## src/rtl/sag_pkg.sv

```systemverilog
package sag_pkg;
  localparam int SAG_ADDR_W = 32;
  localparam int SAG_LANES  = 8;

  // A lane takes part in the running sum when its index is below the length.
  function automatic logic lane_active(int unsigned idx, int unsigned len);
    return idx < len;
  endfunction
endpackage

```

## src/rtl/sag_prefix.sv

```systemverilog
module sag_prefix #(
  parameter int W     = 32,
  parameter int LANES = 8
) (
  input  logic [W-1:0]            base,
  input  logic [LANES-1:0][W-1:0] stride,
  output logic [LANES-1:0][W-1:0] sums
);
  // Exclusive running sum seeded with the base; ripple chain of adders.
  assign sums[0] = base;
  for (genvar i = 1; i < LANES; i++) begin : g_step
    assign sums[i] = sums[i-1] + stride[i-1];
  end
endmodule

```

## src/rtl/sag_lane_sel.sv

```systemverilog
module sag_lane_sel #(
  parameter int W     = 32,
  parameter int LANES = 8,
  parameter int LEN_W = 4
) (
  input  logic [LANES-1:0][W-1:0] sums,
  input  logic [LANES-1:0][W-1:0] stride,
  input  logic [LEN_W-1:0]        vlen,
  output logic [LANES-1:0][W-1:0] merged
);
  import sag_pkg::*;
  for (genvar i = 0; i < LANES; i++) begin : g_lane
    logic act;
    assign act       = lane_active(i, 32'(vlen));
    assign merged[i] = act ? sums[i] : stride[i];
  end
endmodule

```

## src/rtl/sag_out_reg.sv

```systemverilog
module sag_out_reg #(
  parameter int W     = 32,
  parameter int LANES = 8
) (
  input  logic                    clk,
  input  logic                    rst,
  input  logic                    en,
  input  logic [LANES-1:0][W-1:0] d,
  output logic [LANES-1:0][W-1:0] q,
  output logic                    vq
);
  always_ff @(posedge clk) begin
    if (rst) begin
      q  <= '0;
      vq <= 1'b0;
    end else begin
      vq <= en;
      if (en) q <= d;
    end
  end
endmodule

```

## src/rtl/stride_addr_gen.sv

```systemverilog
module stride_addr_gen #(
  parameter int ADDR_W = sag_pkg::SAG_ADDR_W,
  parameter int LANES  = sag_pkg::SAG_LANES,
  localparam int LEN_W = $clog2(LANES + 1)
) (
  input  logic                         clk,
  input  logic                         rst,
  input  logic                         in_valid,
  input  logic [ADDR_W-1:0]            base,
  input  logic [LANES-1:0][ADDR_W-1:0] stride,
  input  logic [LEN_W-1:0]             vlen,
  output logic                         out_valid,
  output logic [LANES-1:0][ADDR_W-1:0] addr_out
);
  logic [LANES-1:0][ADDR_W-1:0] sums;
  logic [LANES-1:0][ADDR_W-1:0] merged;

  sag_prefix #(.W(ADDR_W), .LANES(LANES)) prefix_i (
    .base  (base),
    .stride(stride),
    .sums  (sums)
  );

  sag_lane_sel #(.W(ADDR_W), .LANES(LANES), .LEN_W(LEN_W)) sel_i (
    .sums  (sums),
    .stride(stride),
    .vlen  (vlen),
    .merged(merged)
  );

  sag_out_reg #(.W(ADDR_W), .LANES(LANES)) oreg_i (
    .clk(clk),
    .rst(rst),
    .en (in_valid),
    .d  (merged),
    .q  (addr_out),
    .vq (out_valid)
  );
endmodule

```

## config.mk

```make
export PLATFORM = sky130hd
export DESIGN_NAME = stride_addr_gen
export DESIGN_NICKNAME = d
export VERILOG_FILES = /design/src/rtl/sag_pkg.sv /design/src/rtl/sag_prefix.sv /design/src/rtl/sag_lane_sel.sv /design/src/rtl/sag_out_reg.sv /design/src/rtl/stride_addr_gen.sv
export SDC_FILE = /design/constraint.sdc
export NUM_CORES = 1
export LEC_CHECK = 0
export BUFFER_PORTS_ARGS = -buffer_cell sky130_fd_sc_hd__buf_2
export CAP_MARGIN = 10
export CORE_AREA = 2 2 212 214
export DETAILED_ROUTE_END_ITERATION = 8
export DIE_AREA = 0 0 214 216
export GPL_ROUTABILITY_DRIVEN = 0
export PLACE_DENSITY = 0.75
export SLEW_MARGIN = 15
export SYNTH_ARGS = -nofsm -noshare
export SYNTH_HDL_FRONTEND = slang
export SYNTH_SLANG_ARGS = --single-unit
```

## constraint.sdc

```tcl
create_clock -name clk -period 13.38 [get_ports clk]
set_clock_uncertainty 0.15 [all_clocks]
set_input_delay 1.338 -clock clk [delete_from_list [all_inputs] [get_ports clk]]
set_output_delay 1.338 -clock clk [all_outputs]
set_load 0.01 [all_outputs]
```

==> summary.txt <==
Initial Utilization -> 49.8%
Max Root-Sink Buffers -> 3
Htree depth -> 2
Max_cap viols -> 0
Fin util -> 60.0%
Share of the yosys chip area belonging to registers -> 23.6%
Post-synth top area share -> 23.6%
Gr usage total -> 33.7%
Clock sink count -> 257
Grt ovf -> 0
Initial antenna violation count -> 31
I/O pin count -> 552
Clock transition at path regs -> 60 ps
Syn Inst Count -> 2,923
DP Wirelength -> 64.6 mm
Fin crit share -> 94.8%
Commonest non-fill, non-tap cells in the layout -> buf_2 (549), nand2_1 (482), nor2_1 (383), dfxtp_1 (257), ha_1 (235)
EDFF count, synth -> 0
Post-Route WL -> 82.6 mm
Drt first pass iters -> 5
Die area -> 46,200 sq um
Worst hold path class -> flip-flop to flip-flop
Simple-Gate Fraction of Synth Area -> 20.4%
Final min period -> 12,680 ps
CTS buffer count -> 35
Final Slew Violations -> 0
Core Area -> 43,800 sq um
Mux cell area share after synthesis -> 1.24%
WL/cell -> 20.5 microns
Pin count of the biggest net entering global routing -> 239
Worst-path maximum fanout -> 5
Vias per cell -> 6.03
Nets -> 3,917
Max stage delay cell, worst path -> fa_1
Synth Area in XOR/XNOR -> 7.65%
Layout cells sized above 1 -> 20.2%
Main synth FF type -> dfxtp_1
Outcome -> complete, no violations
Arr. time, crit path -> 12,940 ps
Cell taking the most area after synthesis -> dfxtp_1
Largest family of logic cells by synthesized area -> compound AO/OA/AOI/OAI gates
Syn avg cell area -> 7.47 sq um
Post-Syn Area -> 21,800 sq um
Compound-gate portion of the synthesized area -> 28.9%
DP Worst Slack -> -223 ps
CP Class -> input pin to flip-flop
Critical path launch point type -> input pin
DR vias -> 24,200
Sequential cell area -> 5140 sq um
Yosys Warn Count -> 0
Final setup vio count -> 0
Layout area overhead -> 20.6%
Fillers -> 4,022
Final cell count without fillers -> 4,022
Worst skew pair latency -> 550 ps
Largest cells by area after synthesis -> dfxtp_1 (24%), ha_1 (14%), nand2_1 (8.3%)
Hold Buf Count CTS -> 0
Vias in the first global route -> 22,900
Slew @ Worst Pin -> 1200 ps
DRT antenna net count -> 0
Yosys reg bits -> 257
Ys async rst share -> 0%
Global-route wire length before repair -> 126 mm
Crit-path max cell delay -> 420 ps
Multi-input logic area -> 15,900 sq um
Placed Instances -> 3,931
# rows -> 77
Final Hold Fails -> 0
Final WS setup -> 695 ps
Worst slew margin -> 20.2%
Vert. Die Dim -> 216 microns
Critical path required time -> 13,640 ps
Type of destination of the critical path -> flip-flop
Initial DRC count -> 2,092
CP most frequent cell -> a21oi_1
Post-synth net total -> 3,462
Cell variety after synth -> 80
Post-Synth Adder-Cell Area -> 14.2%
DR DRC count -> 0
Commonest non-fill, non-tap cell in the layout -> buf_2
Clock root cell -> clkbuf_16
CTS tree -> done
DIE WIDTH -> 214 microns
IO Port Bufs -> 551
Achievable Freq -> 78.8 MHz
[worst paths after layout]
| check | to | slack [ps] | depth (start not counted) | startpoint |
|---|---|---|---|---|
| setup / recovery | oreg_i.q[255]$_SDFFE_PP0P_ | 700 | 57 | stride[0] |
| hold / removal | oreg_i.q[86]$_SDFFE_PP0P_ | 320 | 2 | oreg_i.q[86]$_SDFFE_PP0P_ |
| setup reg to reg | oreg_i.q[150]$_SDFFE_PP0P_ | 12200 | 3 | oreg_i.q[150]$_SDFFE_PP0P_ |
| hold reg to reg | oreg_i.q[86]$_SDFFE_PP0P_ | 320 | 2 | oreg_i.q[86]$_SDFFE_PP0P_ |
[cells by family after synthesis]
family,count (synthesis)
muxes,27
DFF,257
adders and majority gates,244
AOI/OAI and AO/OA,911
buffers and inverters,231
and+or+nand+nor,1068
xor gates and xnor gates,185
[worst max-delay path: cells and delay by family]
family          cells  cell delay [ps]
buf+inv             1              130
simple gates       13             2600
compound gates     28             4990
xor+xnor            7             1180
fa+ha+maj           8             2720
[metal layers]
metal	vias to the layer above	track usage, %	share of wire (%)
met2	1031	55.0	46
met3	241	8.12	8.0
li1	11500	-	-
met5	-	0	0.081
met1	11400	41.1	41
met4	10	17.6	5.2
[synth_stat cells, types with 38 or more instances]
cell      number
a211oi_1      62
a21o_1        95
a21oi_1      208
a311oi_1     192
clkbuf_1     147
dfxtp_1      257
ha_1         237
inv_1         73
nand2_1      482
nor2_1       386
o21a_1        38
o21ai_0      112
xnor2_1      137
xor2_1        44
[layout make-up]
| cell class | count | share of cell area, % |
|---|---|---|
| Clock buffer | 43 | 3.71 |
| Clock inverter | 18 | 0.842 |
| Timing Repair Buffer | 572 | 11.2 |
| Multi-Input combinational cell | 2435 | 60.5 |
| Antenna cell | 28 | 0.266 |
| Tap cell | 592 | 2.81 |
| Inverter | 77 | 1.10 |
| Sequential cell | 257 | 19.6 |
[per-stage QoR]
step,TNS (ps),area (sq um),hold slack [ps]
final,0,26300,321
after global routing,-31.0,26300,345
after CTS,0,26100,321
after detailed placement,-223,24900,310
after global placement,0,24900,300
after floorplan,0,21800,336
[sequential cells by signal, indices dropped and copies added, names as in the netlist]
register   count
oreg_i.vq      1
oreg_i.q     256
[what timing repair did]
| item | CTS | global route |
|---|---|---|
| buffers inserted | 0 | 2 |
| setup endpoints to repair | 0 | 10 |
| gates resized for setup | 0 | 19 |
Power is not shown: default switching activity piles up to over one toggle a cycle in this logic, so the estimate is an artifact.
